**config.mk**
```make
export PLATFORM = sky130hd
export DESIGN_NAME = mrd_mode_decoder
export DESIGN_NICKNAME = d
export VERILOG_FILES = /design/src/rtl/mrd_pkg.sv /design/src/rtl/mrd_cmd_decode.sv /design/src/rtl/mrd_field_check.sv /design/src/rtl/mrd_reg_bank.sv /design/src/rtl/mrd_mode_decoder.sv
export SDC_FILE = /design/constraint.sdc
export NUM_CORES = 1
export LEC_CHECK = 0
export CAP_MARGIN = 25
export CORE_UTILIZATION = 45
export CTS_BUF_LIST = sky130_fd_sc_hd__clkbuf_8
export CTS_CLUSTER_SIZE = 28
export DETAILED_ROUTE_END_ITERATION = 7
export DONT_BUFFER_PORTS = 1
export MAX_ROUTING_LAYER = met4
export SYNTH_ARGS = -nofsm -noshare
export SYNTH_HDL_FRONTEND = slang
export SYNTH_SLANG_ARGS = --single-unit
```
**constraint.sdc**
```tcl
create_clock -name clk -period 2.3 [get_ports clk]
set_clock_uncertainty 0.2 [all_clocks]
set_input_delay 0.46 -clock clk [delete_from_list [all_inputs] [get_ports clk]]
set_output_delay 0.46 -clock clk [all_outputs]
set_load 0.01 [all_outputs]
```
**src/rtl/mrd_pkg.sv**
```systemverilog
package mrd_pkg;

  // Field positions inside the base word (behaviour depends on them)
  localparam int BL_LSB     = 0;
  localparam int BL_W       = 3;
  localparam int BT_BIT     = 3;
  localparam int CL_LSB     = 4;
  localparam int CL_W       = 3;
  localparam int OP_LSB     = 7;
  localparam int DLLRST_BIT = 8;
  localparam int DLLDIS_BIT = 0;

  typedef enum logic [1:0] {
    TGT_NONE = 2'd0,
    TGT_BASE = 2'd1,
    TGT_EXT  = 2'd2,
    TGT_BAD  = 2'd3
  } target_e;

  // Burst-length code to location count; 0 marks a reserved code
  function automatic logic [3:0] bl_count(input logic [BL_W-1:0] code);
    case (code)
      3'd1:    bl_count = 4'd2;
      3'd2:    bl_count = 4'd4;
      3'd3:    bl_count = 4'd8;
      default: bl_count = 4'd0;
    endcase
  endfunction

  // Latency code to half-clock count; 0 marks a reserved code
  function automatic logic [2:0] cl_halves(input logic [CL_W-1:0] code);
    case (code)
      3'd2:    cl_halves = 3'd4;
      3'd6:    cl_halves = 3'd5;
      3'd3:    cl_halves = 3'd6;
      default: cl_halves = 3'd0;
    endcase
  endfunction

endpackage

```
**src/rtl/mrd_cmd_decode.sv**
```systemverilog
module mrd_cmd_decode
  import mrd_pkg::*;
#(
  parameter int BA_W = 2
) (
  input  logic            cs_n,
  input  logic            ras_n,
  input  logic            cas_n,
  input  logic            we_n,
  input  logic [BA_W-1:0] ba,
  output logic            is_load,
  output target_e         target
);

  always_comb begin
    is_load = !cs_n && !ras_n && !cas_n && !we_n;
    if (!is_load)
      target = TGT_NONE;
    else if (ba[BA_W-1:1] != '0)
      target = TGT_BAD;
    else if (ba[0])
      target = TGT_EXT;
    else
      target = TGT_BASE;
  end

endmodule

```
**src/rtl/mrd_field_check.sv**
```systemverilog
module mrd_field_check
  import mrd_pkg::*;
#(
  parameter int ADDR_W = 13
) (
  input  logic [ADDR_W-1:0] addr,
  input  target_e           target,
  input  logic              banks_idle,
  output logic              accept_base,
  output logic              accept_ext,
  output logic              reject
);

  localparam int OP_W = ADDR_W - OP_LSB;

  logic [OP_W-1:0] stray;
  logic            op_ok;
  logic            bl_ok;
  logic            cl_ok;
  logic            base_ok;

  // Every operating-mode bit other than the DLL-reset bit must be zero
  for (genvar gi = 0; gi < OP_W; gi++) begin : g_op
    if (gi + OP_LSB == DLLRST_BIT) begin : g_skip
      assign stray[gi] = 1'b0;
    end else begin : g_bit
      assign stray[gi] = addr[gi + OP_LSB];
    end
  end

  always_comb begin
    op_ok   = (stray == '0);
    bl_ok   = (bl_count(addr[BL_LSB +: BL_W]) != 4'd0);
    cl_ok   = (cl_halves(addr[CL_LSB +: CL_W]) != 3'd0);
    base_ok = op_ok && bl_ok && cl_ok;

    accept_base = (target == TGT_BASE) && banks_idle && base_ok;
    accept_ext  = (target == TGT_EXT) && banks_idle;
    reject      = (target != TGT_NONE) && !accept_base && !accept_ext;
  end

endmodule

```
**src/rtl/mrd_reg_bank.sv**
```systemverilog
module mrd_reg_bank
  import mrd_pkg::*;
#(
  parameter int                ADDR_W     = 13,
  parameter logic [ADDR_W-1:0] RESET_BASE = 'h021,
  parameter logic [ADDR_W-1:0] RESET_EXT  = '0
) (
  input  logic              clk,
  input  logic              rst,
  input  logic              accept_base,
  input  logic              accept_ext,
  input  logic              reject,
  input  logic [ADDR_W-1:0] addr,
  output logic [ADDR_W-1:0] base_q,
  output logic [ADDR_W-1:0] ext_q,
  output logic              pulse_q,
  output logic              err_q
);

  always_ff @(posedge clk) begin
    if (rst) begin
      base_q  <= RESET_BASE;
      ext_q   <= RESET_EXT;
      pulse_q <= 1'b0;
      err_q   <= 1'b0;
    end else begin
      pulse_q <= 1'b0;
      err_q   <= reject;
      if (accept_base) begin
        base_q             <= addr;
        base_q[DLLRST_BIT] <= 1'b0;
        pulse_q            <= addr[DLLRST_BIT];
      end
      if (accept_ext) begin
        ext_q <= addr;
      end
    end
  end

endmodule

```
**src/rtl/mrd_mode_decoder.sv**
```systemverilog
module mrd_mode_decoder
  import mrd_pkg::*;
#(
  parameter int                ADDR_W     = 13,
  parameter int                BA_W       = 2,
  parameter logic [ADDR_W-1:0] RESET_BASE = 'h021
) (
  input  logic              clk,
  input  logic              rst,
  input  logic              cs_n,
  input  logic              ras_n,
  input  logic              cas_n,
  input  logic              we_n,
  input  logic [BA_W-1:0]   ba,
  input  logic [ADDR_W-1:0] addr,
  input  logic              banks_idle,
  output logic [3:0]        burst_len,
  output logic              burst_interleave,
  output logic [2:0]        cas_halves,
  output logic              dll_en,
  output logic              dll_rst,
  output logic              cfg_err,
  output logic [ADDR_W-1:0] mode_word,
  output logic [ADDR_W-1:0] ext_word
);

  logic    is_load;
  target_e target;
  logic    accept_base;
  logic    accept_ext;
  logic    reject;

  mrd_cmd_decode #(.BA_W(BA_W)) cmd_i (
    .cs_n    (cs_n),
    .ras_n   (ras_n),
    .cas_n   (cas_n),
    .we_n    (we_n),
    .ba      (ba),
    .is_load (is_load),
    .target  (target)
  );

  mrd_field_check #(.ADDR_W(ADDR_W)) chk_fields_i (
    .addr        (addr),
    .target      (target),
    .banks_idle  (banks_idle),
    .accept_base (accept_base),
    .accept_ext  (accept_ext),
    .reject      (reject)
  );

  mrd_reg_bank #(
    .ADDR_W     (ADDR_W),
    .RESET_BASE (RESET_BASE),
    .RESET_EXT  ('0)
  ) regs_i (
    .clk         (clk),
    .rst         (rst),
    .accept_base (accept_base),
    .accept_ext  (accept_ext),
    .reject      (reject),
    .addr        (addr),
    .base_q      (mode_word),
    .ext_q       (ext_word),
    .pulse_q     (dll_rst),
    .err_q       (cfg_err)
  );

  // Settings decode straight from the stored flops
  always_comb begin
    burst_len        = bl_count(mode_word[BL_LSB +: BL_W]);
    burst_interleave = mode_word[BT_BIT];
    cas_halves       = cl_halves(mode_word[CL_LSB +: CL_W]);
    dll_en           = !ext_word[DLLDIS_BIT];
  end

endmodule

```
==> results.toml <==
[grt]
grt_max_degree = 33
grt_usage_pct = 17.14
antenna_found_initial = 0
grt_pass1_vias = 723
busiest_layer = "met2"
met1_usage_pct = 18.59
grt_overflow = 0
met2_usage_pct = 29.39
grt_pass1_wl_mm = 3.111
grt.met3_usage_pct = 3.869

[placed_design]
globalplace.congestion = 0.6934
placed_cells = 126
dp_hpwl_mm = 1.549
portBuffers = 0

[detailed_routing]
ant_nets = 0
dr.pass1.iters = 4
postRouteWirelength_mm = 2.083
routed-via-count = 707
drcViolationCount = 0
viasPerCell = 5.438
routedWlPerCell_um = 16.02
initialDrtViolationCount = 6

[worst_setup_path]
crit_start = "addr[11]"
critical_path_required_ns = 2.30
endpoint_kind = "flip-flop"
crit_type = "input port to flip-flop"
cp-endpoint = "regs_i.base_q[0]"
critPathArrivalTime_ns = 1.80
reg2reg_depth = 1
cp-start-kind = "input port"
r2r_setup_slack_ns = 1.24
crit_fanout = 9
worstReg2RegStart = "regs_i.base_q[5]"
r2r_end = "regs_i.base_q[5]"

[power_and_ir_drop]
p_per_area_nw_per_um2 = 653.2
power.leakage_nw = 0.4939
total_power_mw = 0.7478
ir_drop_uv = 366.8

[synthesis]
yosysSeqAreaShare_pct = 49.71
syn_avg_cell_area_sq_um = 10.66
syn_inst = 102
syn_area_sq_um = 1087
synth_seq_cells = 27
ys.flop_type = "dfxtp_1"
async_reset_ff_share_pct = 0
ys_types = 21
synth-edff-count = 0
yosysWarnings = 0

[finish]
final_util_pct = 50.78
antenna_cells = 0
ff_latch_area_sq_um = 540.5
drive_above_1_share_pct = 8.824
multi_input_area_sq_um = 496.7
fin_nets = 125
syn2layout_area_growth_pct = 5.294
instances_no_fill = 130
nFillCells = 212

[floorplanning]
fp.coreArea_sq_um = 2255
num_rows = 17
die-area_sq_um = 2617
die_w_um = 51.16
die_h_um = 51.16
start_util_pct = 48.22
ioPinCount = 59

[cts]
cts_resized = 0
path_clk_slew_ns = 0.09
root_buffer = "clkbuf_8"
post-cts-setup-buffer-count = 0
cts_tree = "yes"
cts_max_level = 1
numCtsBuffers = 3
clockBufferDepth = 2
cts_sinks = 27
clk_latency_ns = 0.27
cts-hold-fix-buffers = 0

[sta]
setup_viol = 0
period_needed_ns = 1.792
setup_tns_ns = 0
rsz0062_at_grt = "false"
max_freq_mhz = 558.0
finalHoldViolations = 0
min_period_over_period_pct = 77.91
final-max-slew-violation-count = 0

[flow_run]
maxCapViolations = 0

[status]
status = "complete, no violations"

[worst_hold_path]
hold_class = "input port to flip-flop"
-- layout by cell type (no fill, tap or decap) --
| master | netlist | routed |
|---|---|---|
| mux2i_1 | 18 | 18 |
| and3b_1 | 3 | 3 |
| nor4b_1 | 1 | 1 |
| nor3b_1 | 8 | 8 |
| clkinv_2 | 0 | 1 |
| nor2_1 | 17 | 17 |
| a2111oi_4 | 1 | 1 |
| or4_1 | 1 | 1 |
| nor4_4 | 1 | 1 |
| dfxtp_1 | 27 | 27 |
| nor3_1 | 1 | 1 |
| nand2b_1 | 8 | 8 |
| buf_4 | 3 | 3 |
| clkbuf_8 | 0 | 3 |
| conb_1 | 1 | 2 |
| or3_1 | 1 | 1 |
| a21boi_0 | 1 | 1 |
| nand4b_1 | 2 | 2 |
| nand2_1 | 2 | 2 |
| inv_1 | 1 | 1 |
-- layer usage --
layer  wire length, um  part of all wire (%)
met4                27                   1.3
met1               838                    40
met5                 0                     0
met2              1096                    53
met3               121                   5.8
-- Yosys cell counts, drive strengths merged (2+ instances only) --
cell type	number	area share, %
dfxtp	27	50
mux2i	18	17
nor2	17	5.9
nand2b	8	4.6
nor3b	8	5.5
buf	5	3.6
and3b	3	2.4
clkbuf	3	1.0
nand2	2	0.69
nand4b	2	1.6
-- how the worst min path moves through the flow --
stage                                 start                end  cells past startpoint
after CTS                               rst    regs_i.ext_q[2]                      1
after detailed placement  regs_i.base_q[10]  regs_i.base_q[10]                      1
final                                   rst    regs_i.ext_q[4]                      1
after floorplan           regs_i.base_q[10]  regs_i.base_q[10]                      1
after global routing                    rst    regs_i.ext_q[1]                      1
after global placement    regs_i.base_q[10]  regs_i.base_q[10]                      1
-- through the flow --
step           area [sq um]  setup WS (ns)  hold WS, ns
2_1_floorplan          1091         0.2972       0.3008
3_3_place_gp           1099         0.2682       0.3138
3_5_place_dp           1099         0.2144       0.3113
4_1_cts                1145         0.4903      0.04498
5_1_grt                1145         0.4265      0.03447
6_report               1145         0.5080      0.05053
-- final cells by class --
type	count	area share, %
flip-flops and latches	27	47.21
clock inverters	1	0.4372
inverters	1	0.3279
multi-input cells	67	43.39
well taps	28	3.060
clock buffers	3	3.607
repair buffers	3	1.967
-- report_power, final --
group | switching [mW] | leakage, nW | internal, mW | total (mW)
sequential | 0.00132 | 0.218 | 0.468 | 0.470
combinational | 0.00576 | 0.251 | 0.00828 | 0.0140
clock | 0.143 | 0.0255 | 0.121 | 0.264
total | 0.150 | 0.494 | 0.598 | 0.748
-- state kept, by name (all words and copies together), names as in the netlist --
name and flops:
regs_i.err_q 1, regs_i.base_q 12, regs_i.ext_q 13, regs_i.pulse_q 1
-- logic make-up (layout without fill, tap and decap cells) --
kind of cell	count (synthesis)	count (layout)	share of synthesized area [%]
simple gates	45	45	25.20
flops	27	27	49.71
other cells	1	2	0.3449
compound gates	2	2	3.223
buf+inv	9	8	4.947
mux	18	18	16.57
-- worst max-delay path, cell delays in order --
cell       delay (ns)
nor4b_1          0.35
nand4b_1         0.20
a2111oi_4        0.37
buf_4            0.23
mux2i_1          0.18
(Power assumes the default switching activity.)
